==> config.mk <==
export PLATFORM = sky130hd
export DESIGN_NAME = sect_tlb
export DESIGN_NICKNAME = d
export VERILOG_FILES = /design/src/rtl/sect_tlb.sv
export SDC_FILE = /design/constraint.sdc
export NUM_CORES = 1
export LEC_CHECK = 0
export BUFFER_PORTS_ARGS = -buffer_cell sky130_fd_sc_hd__buf_2
export CORE_MARGIN = 2
export CORE_UTILIZATION = 30
export DETAILED_ROUTE_END_ITERATION = 10
export GPL_TIMING_DRIVEN = 0
export MAX_ROUTING_LAYER = met4
export PLACE_DENSITY_LB_ADDON = 0.25
export RECOVER_POWER = 50
export REMOVE_ABC_BUFFERS = 1
export SLEW_MARGIN = 20
export SYNTH_ARGS = -nofsm -noshare
export SYNTH_HDL_FRONTEND = slang
export SYNTH_SLANG_ARGS = --single-unit
==> constraint.sdc <==
create_clock -name clk -period 7.86 [get_ports clk]
set_clock_uncertainty 0.2 [all_clocks]
set_input_delay 1.965 -clock clk [delete_from_list [all_inputs] [get_ports clk]]
set_output_delay 1.965 -clock clk [all_outputs]
set_load 0.005 [all_outputs]
==> src/rtl/sect_tlb.sv <==
module sect_tlb #(
  parameter int ENTRIES = 8,
  parameter int VA_W    = 32,
  parameter int OFF_W   = 20,
  parameter int ASID_W  = 8,
  parameter int ATTR_W  = 6
) (
  input  logic                    clk,
  input  logic                    rst_n,
  input  logic                    lk_valid,
  input  logic [VA_W-1:0]         lk_va,
  input  logic [ASID_W-1:0]       cur_asid,
  output logic                    lk_hit,
  output logic                    lk_miss,
  output logic [VA_W-1:0]         lk_pa,
  output logic [ATTR_W-1:0]       lk_attr,
  input  logic                    fill_valid,
  input  logic [VA_W-OFF_W-1:0]   fill_vpn,
  input  logic [VA_W-OFF_W-1:0]   fill_base,
  input  logic                    fill_ng,
  input  logic [ATTR_W-1:0]       fill_attr,
  input  logic                    inv_all,
  input  logic                    inv_asid,
  input  logic [ASID_W-1:0]       inv_asid_val
);
  localparam int VPN_W = VA_W - OFF_W;
  localparam int IDX_W = (ENTRIES > 1) ? $clog2(ENTRIES) : 1;
  localparam logic [IDX_W-1:0] LAST = IDX_W'(ENTRIES - 1);

  logic [ENTRIES-1:0] vld, ngl;
  logic [VPN_W-1:0]   vpn_q  [ENTRIES];
  logic [VPN_W-1:0]   base_q [ENTRIES];
  logic [ASID_W-1:0]  asid_q [ENTRIES];
  logic [ATTR_W-1:0]  attr_q [ENTRIES];
  logic [IDX_W-1:0]   rr_q;

  logic [VPN_W-1:0]   lk_vpn;
  logic [ENTRIES-1:0] hit_vec, same_vec, kill_vec;
  logic [IDX_W-1:0]   hit_idx, same_idx, free_idx, victim;
  logic               any_hit, any_same, any_free, do_fill, replace;

  assign lk_vpn = lk_va[VA_W-1:OFF_W];

  for (genvar i = 0; i < ENTRIES; i++) begin : g_match
    assign hit_vec[i]  = vld[i] && vpn_q[i] == lk_vpn && (!ngl[i] || asid_q[i] == cur_asid);
    assign same_vec[i] = vld[i] && vpn_q[i] == fill_vpn && asid_q[i] == cur_asid;
    assign kill_vec[i] = vld[i] && ngl[i] && asid_q[i] == inv_asid_val;
  end

  always_comb begin
    hit_idx  = '0;
    same_idx = '0;
    free_idx = '0;
    for (int i = ENTRIES - 1; i >= 0; i--) begin
      if (hit_vec[i])  hit_idx  = IDX_W'(i);
      if (same_vec[i]) same_idx = IDX_W'(i);
      if (!vld[i])     free_idx = IDX_W'(i);
    end
  end

  assign any_hit  = |hit_vec;
  assign any_same = |same_vec;
  assign any_free = ~&vld;
  assign victim   = any_same ? same_idx : (any_free ? free_idx : rr_q);
  assign do_fill  = fill_valid && !inv_all && !inv_asid;
  assign replace  = do_fill && !any_same && !any_free;

  assign lk_hit  = lk_valid && any_hit;
  assign lk_miss = lk_valid && !any_hit;
  assign lk_pa   = lk_hit ? {base_q[hit_idx], lk_va[OFF_W-1:0]} : '0;
  assign lk_attr = lk_hit ? attr_q[hit_idx] : '0;

  always_ff @(posedge clk or negedge rst_n) begin
    if (!rst_n) begin
      vld  <= '0;
      rr_q <= '0;
    end else if (inv_all) begin
      vld <= '0;
    end else if (inv_asid) begin
      vld <= vld & ~kill_vec;
    end else if (do_fill) begin
      vld[victim] <= 1'b1;
      if (replace) rr_q <= (rr_q == LAST) ? '0 : rr_q + 1'b1;
    end
  end

  always_ff @(posedge clk) begin
    if (do_fill) begin
      vpn_q[victim]  <= fill_vpn;
      base_q[victim] <= fill_base;
      asid_q[victim] <= cur_asid;
      attr_q[victim] <= fill_attr;
      ngl[victim]    <= fill_ng;
    end
  end

  logic [VPN_W-1:0]   chk_vpn;
  logic [ASID_W-1:0]  chk_asid, chk_inv;
  logic [ENTRIES-1:0] dup_vec, left_vec;

  always_ff @(posedge clk) begin
    chk_vpn  <= fill_vpn;
    chk_asid <= cur_asid;
    chk_inv  <= inv_asid_val;
  end

  for (genvar i = 0; i < ENTRIES; i++) begin : g_chk
    assign dup_vec[i]  = vld[i] && vpn_q[i] == chk_vpn && asid_q[i] == chk_asid;
    assign left_vec[i] = vld[i] && ngl[i] && asid_q[i] == chk_inv;
  end

  AST_HIT_OFFSET: assert property (@(posedge clk) disable iff (!rst_n)
    lk_hit |-> lk_pa[OFF_W-1:0] == lk_va[OFF_W-1:0]);
  AST_MISS_NO_XLATE: assert property (@(posedge clk) disable iff (!rst_n)
    lk_miss |-> !lk_hit && lk_pa == '0);
  AST_ONE_COPY: assert property (@(posedge clk) disable iff (!rst_n)
    (fill_valid && !inv_all && !inv_asid) |=> $countones(dup_vec) == 1);
  AST_INV_ALL_EMPTY: assert property (@(posedge clk) disable iff (!rst_n)
    inv_all |=> vld == '0);
  AST_INV_ASID_GONE: assert property (@(posedge clk) disable iff (!rst_n)
    (inv_asid && !inv_all) |=> left_vec == '0);
  AST_INV_ASID_GLOBAL: assert property (@(posedge clk) disable iff (!rst_n)
    (inv_asid && !inv_all) |=> (vld & ~ngl) == $past(vld & ~ngl));
  AST_INV_DROPS_FILL: assert property (@(posedge clk) disable iff (!rst_n)
    (fill_valid && inv_asid && !inv_all) |=> $stable(rr_q));
endmodule

==> results by stage <==
Place:
- The placed standard-cell area is 0.01763 sq mm.
- The placer's final routability congestion estimate is 0.8985.
- Detailed placement finished with a half-perimeter wire length of 30790 um.
- Port buffering added 124 buffers.
- The pre-CTS setup slack is -0.8656 ns.

STA:
- The worst slew slack as a fraction of its limit is 8.942%.
- Setup repair after global routing left no endpoint under its margin.
- Setup violations remaining at the end of the flow were counted as 0.
- The final count of hold timing violations is 0.
- The number of slew-limit violations in the final report is 0.
- The maximum frequency from static timing analysis is 128.4 MHz.
- The smallest clock period supported by the final layout is computed as 7.786 ns.
- The setup slack of the critical path after layout is 0.07351 ns.
- The transition time at the pin with the least slew margin is 1.366 ns.
- Final hold analysis gives a worst-case slack of 0.3452 ns.
- The final period utilization is 99.06%.
- The setup TNS is 0 ns.

Yosys:
- The post-synthesis sequential area ratio is 60.61%.
- In this run, synthesis inferred 312 flip-flops with an integrated enable.
- Counting flops with an async set or reset pin after synthesis yields a share of 3.406%.
- After Yosys synthesis, full adders, half adders and majority gates account for 0.1573% of the synthesized area.
- The count of yosys warnings during synthesis is 0.
- The largest family of logic cells by synthesized area is XOR/XNOR gates.
- After synthesis, the share of cell area in mux cells is 2.618%.
- The synthesized design contains 323 register bits.
- The area share of xor/xnor cells in the synthesized design is 17.80%.
- The post-synthesis cell type count is 50.
- The top cell type by area accounts for 58.88% of the synthesized area.
- Dividing the synthesized area by the synthesized cell count gives 13.16 sq um.
- The post-synthesis cell count is 1209.
- The synthesized netlist devotes 4.553% of its cell area to compound gates.
- The most instantiated flip-flop cell in the synthesis netlist is sky130_fd_sc_hd__edfxtp_1.
- Ranked by total cell area, the synthesized netlist is headed by sky130_fd_sc_hd__edfxtp_1 59%, sky130_fd_sc_hd__xnor2_1 12%, sky130_fd_sc_hd__xor2_1 5.6%.
- The area of the mapped netlist is 0.01591 sq mm.
- The synthesized netlist devotes 12.31% of its cell area to simple gates.
- The cell type contributing the most total cell area after synthesis is sky130_fd_sc_hd__edfxtp_1.

Routing:
- The detailed-route via count is 10400.
- The post-detailed-route via-to-cell ratio is 4.973.
- The post-detailed-route count of antenna-violating nets is 0.
- After the first detailed-routing iteration, the DRC count stood at 762.
- Dividing the detail-routed wire length by the instance count gives 21.22 um.
- The number of detailed-route iterations in the first pass is 7.
- Summed over all layers, the routed wires come to 44400 um.
- For this run, design rule violations remaining after detail routing come to 0.

Worst setup path:
- Along the worst path, the maximum fanout reaches 20.
- The type of the setup path with the least slack is in -> out.
- The type of origin of the critical path is an input port.
- The arrival time at the worst endpoint is 5.62 ns.
- The worst setup path is captured at a primary output.
- STA puts the critical path data required time at 5.70 ns.

Global route:
- The number of global-route vias before repair is 10390.
- The initial antenna violation count came to 3.
- Global routing used 16.68% of the available tracks across all layers.
- The pin count of the biggest net entering global routing is 24.
- The first global-routing pass estimated 65490 um of wire.
- The global-route congestion overflow total is 0.

Clocking:
- In this run the clock root is driven by a sky130_fd_sc_hd__clkbuf_16.
- The clock sink count is 323.
- The clock transition at the registers of the reported paths is 0.05 ns.
- The clock tree from TritonCTS is done.
- The number of buffers created by CTS is 38.
- The deepest level of the CTS H-tree is 2.
- The buffer depth of the longest clock path is 3.
- The insertion delay of the later-clocked pin in the worst-skew pair is 0.56 ns.
- Buffers inserted to repair hold after CTS numbered 0.

Cells and area:
- Compared with the post-synthesis result, the final layout area differs by 18.89%.
- The net count of the finished layout is 1459.
- The total area of multi-input combinational cells is 0.006066 sq mm.
- In the final layout, the share of cells above drive strength 1 is 17.13%.
- Leaving out fill and tap cells, the most frequent cell in the layout is sky130_fd_sc_hd__edfxtp_1.
- The area of all placed cells without fillers is 0.01892 sq mm.
- After filler insertion, the fill cell instance count of the layout stands at 5098.
- Leaving out fill and tap cells, the most frequent cells in the layout are 312 x sky130_fd_sc_hd__edfxtp_1, 214 x sky130_fd_sc_hd__xnor2_1, 102 x sky130_fd_sc_hd__xor2_1, 99 x sky130_fd_sc_hd__buf_2, 79 x sky130_fd_sc_hd__nand4_1.
- Across the whole layout, storage elements account for 0.009644 sq mm.

Die:
- The core region is 0.05255 sq mm.
- After floorplanning, the core was divided into 84 placement rows.
- The floorplan step defined a die boundary enclosing 0.05490 sq mm.
- The vertical extent of the die is 234.3 um.
- The initial utilization of the core area, before any placement, comes to 30.28%.
- The floorplan step set the die width to 234.3 um.
- The number of primary I/O pins is 125.

Run status:
- The run finished with clean final reports.

Flow run:
- Across the run, the number of max-cap violations was 0.

Power and ir drop:
- Summed over all cells, the static leakage comes to 0.006014 uW.
- Across the VDD grid, the largest voltage drop is 123.7 uV.
- The power per cell area is 201.9 mW/mm^2.
- The power consumption is 3820 uW.

Worst hold path:
- The tightest min-delay check is of the reg -> reg type.
## registers in the layout, summed over array words and instances (netlist names)
signal,cells
asid_q,64
ngl,8
vld,8
base_q,96
rr_q,3
attr_q,48
vpn_q,96
## cell families (layout without fill, tap and decap cells)
group	after synthesis	in the layout
compound gates	97	97
xor+xnor	320	320
fa+ha+maj	2	2
buf+inv	68	260
flops	323	323
mux	39	39
other cells	0	3
simple gates	360	360
## worst max-delay path, stage by stage
cell and delay [ns]:
sky130_fd_sc_hd__buf_2 0.34, sky130_fd_sc_hd__xnor2_1 0.21, sky130_fd_sc_hd__nand4_1 0.14, sky130_fd_sc_hd__nor4_1 0.86
sky130_fd_sc_hd__nand2_1 0.21, sky130_fd_sc_hd__a41oi_4 0.63, sky130_fd_sc_hd__buf_16 0.23, sky130_fd_sc_hd__nor2_1 0.06
sky130_fd_sc_hd__mux2_1 0.29, sky130_fd_sc_hd__a211oi_1 0.45, sky130_fd_sc_hd__buf_2 0.21
## stage by stage
| stage | cells | util, % |
|---|---|---|
| 3_3_place_gp | 1957 | 32.54 |
| 6_report | 2092 | 36.00 |
| 4_1_cts | 2086 | 36.00 |
| 5_1_grt | 2092 | 36.00 |
| 2_1_floorplan | 1145 | - |
| 3_5_place_dp | 2012 | 33.55 |
## metal layers
metal	global-route usage [%]	routed length, um
met5	-	0
met4	4.697	1091
met3	3.526	2388
met2	26.87	21300
met1	21.23	19620
## power by group
| part | switching [uW] | internal [uW] |
|---|---|---|
| Sequential | 6.38 | 1900 |
| Combinational | 149 | 77.2 |
| Clock | 708 | 980 |
## synthesized netlist by cell type (all sizes together), types with 3 or more instances
| library cell | n |
|---|---|
| nand3b | 7 |
| a21boi | 4 |
| nor3b | 4 |
| and3 | 8 |
| a211oi | 20 |
| edfxtp | 312 |
| nor4b | 4 |
| nor2 | 65 |
| or4 | 5 |
| dfrtp | 11 |
| inv | 4 |
| mux2i | 18 |
| clkbuf | 37 |
| o21ai | 27 |
| nand2 | 27 |
| xor2 | 102 |
| nor3 | 35 |
| nand4 | 79 |
| nor2b | 3 |
| mux2 | 21 |
| nor4 | 47 |
| a22oi | 6 |
| o31ai | 8 |
| xnor2 | 218 |
| o22a | 18 |
| nand3 | 45 |
| and2 | 27 |
| buf | 27 |
## timing repair
item / in CTS / in global routing
setup endpoints to repair: 18 / 4
resized for setup: 8 / 2
setup buffers: 5 / 3
pin swaps: 1 / 3
hold endpoints to repair: 0 / 0
## worst paths after layout
kind | to | cells after the start | startpoint | slack (ns)
max reg2reg | attr_q[3][2] | 11 | asid_q[7][2] | 3.34
max | lk_attr[2] | 11 | lk_va[25] | 0.07
min | rr_q[1] | 1 | rr_q[1] | 0.35
max in group asynchronous | vld[2] | 1 | rst_n | 5.82
min reg2reg | rr_q[1] | 1 | rr_q[1] | 0.35
min in group asynchronous | rr_q[0] | 1 | rst_n | 1.21
## final cells by class
class                   count  area share (%)
well taps                 688           4.550
repair buffers            187           6.065
inverters                   4         0.07937
flip-flops and latches    323           50.98
diodes                      3         0.03968
clock inverters            21          0.8862
multi-input cells         818           32.06
clock buffers              48           5.337
No activity file was read; power rests on OpenSTA's default activity.
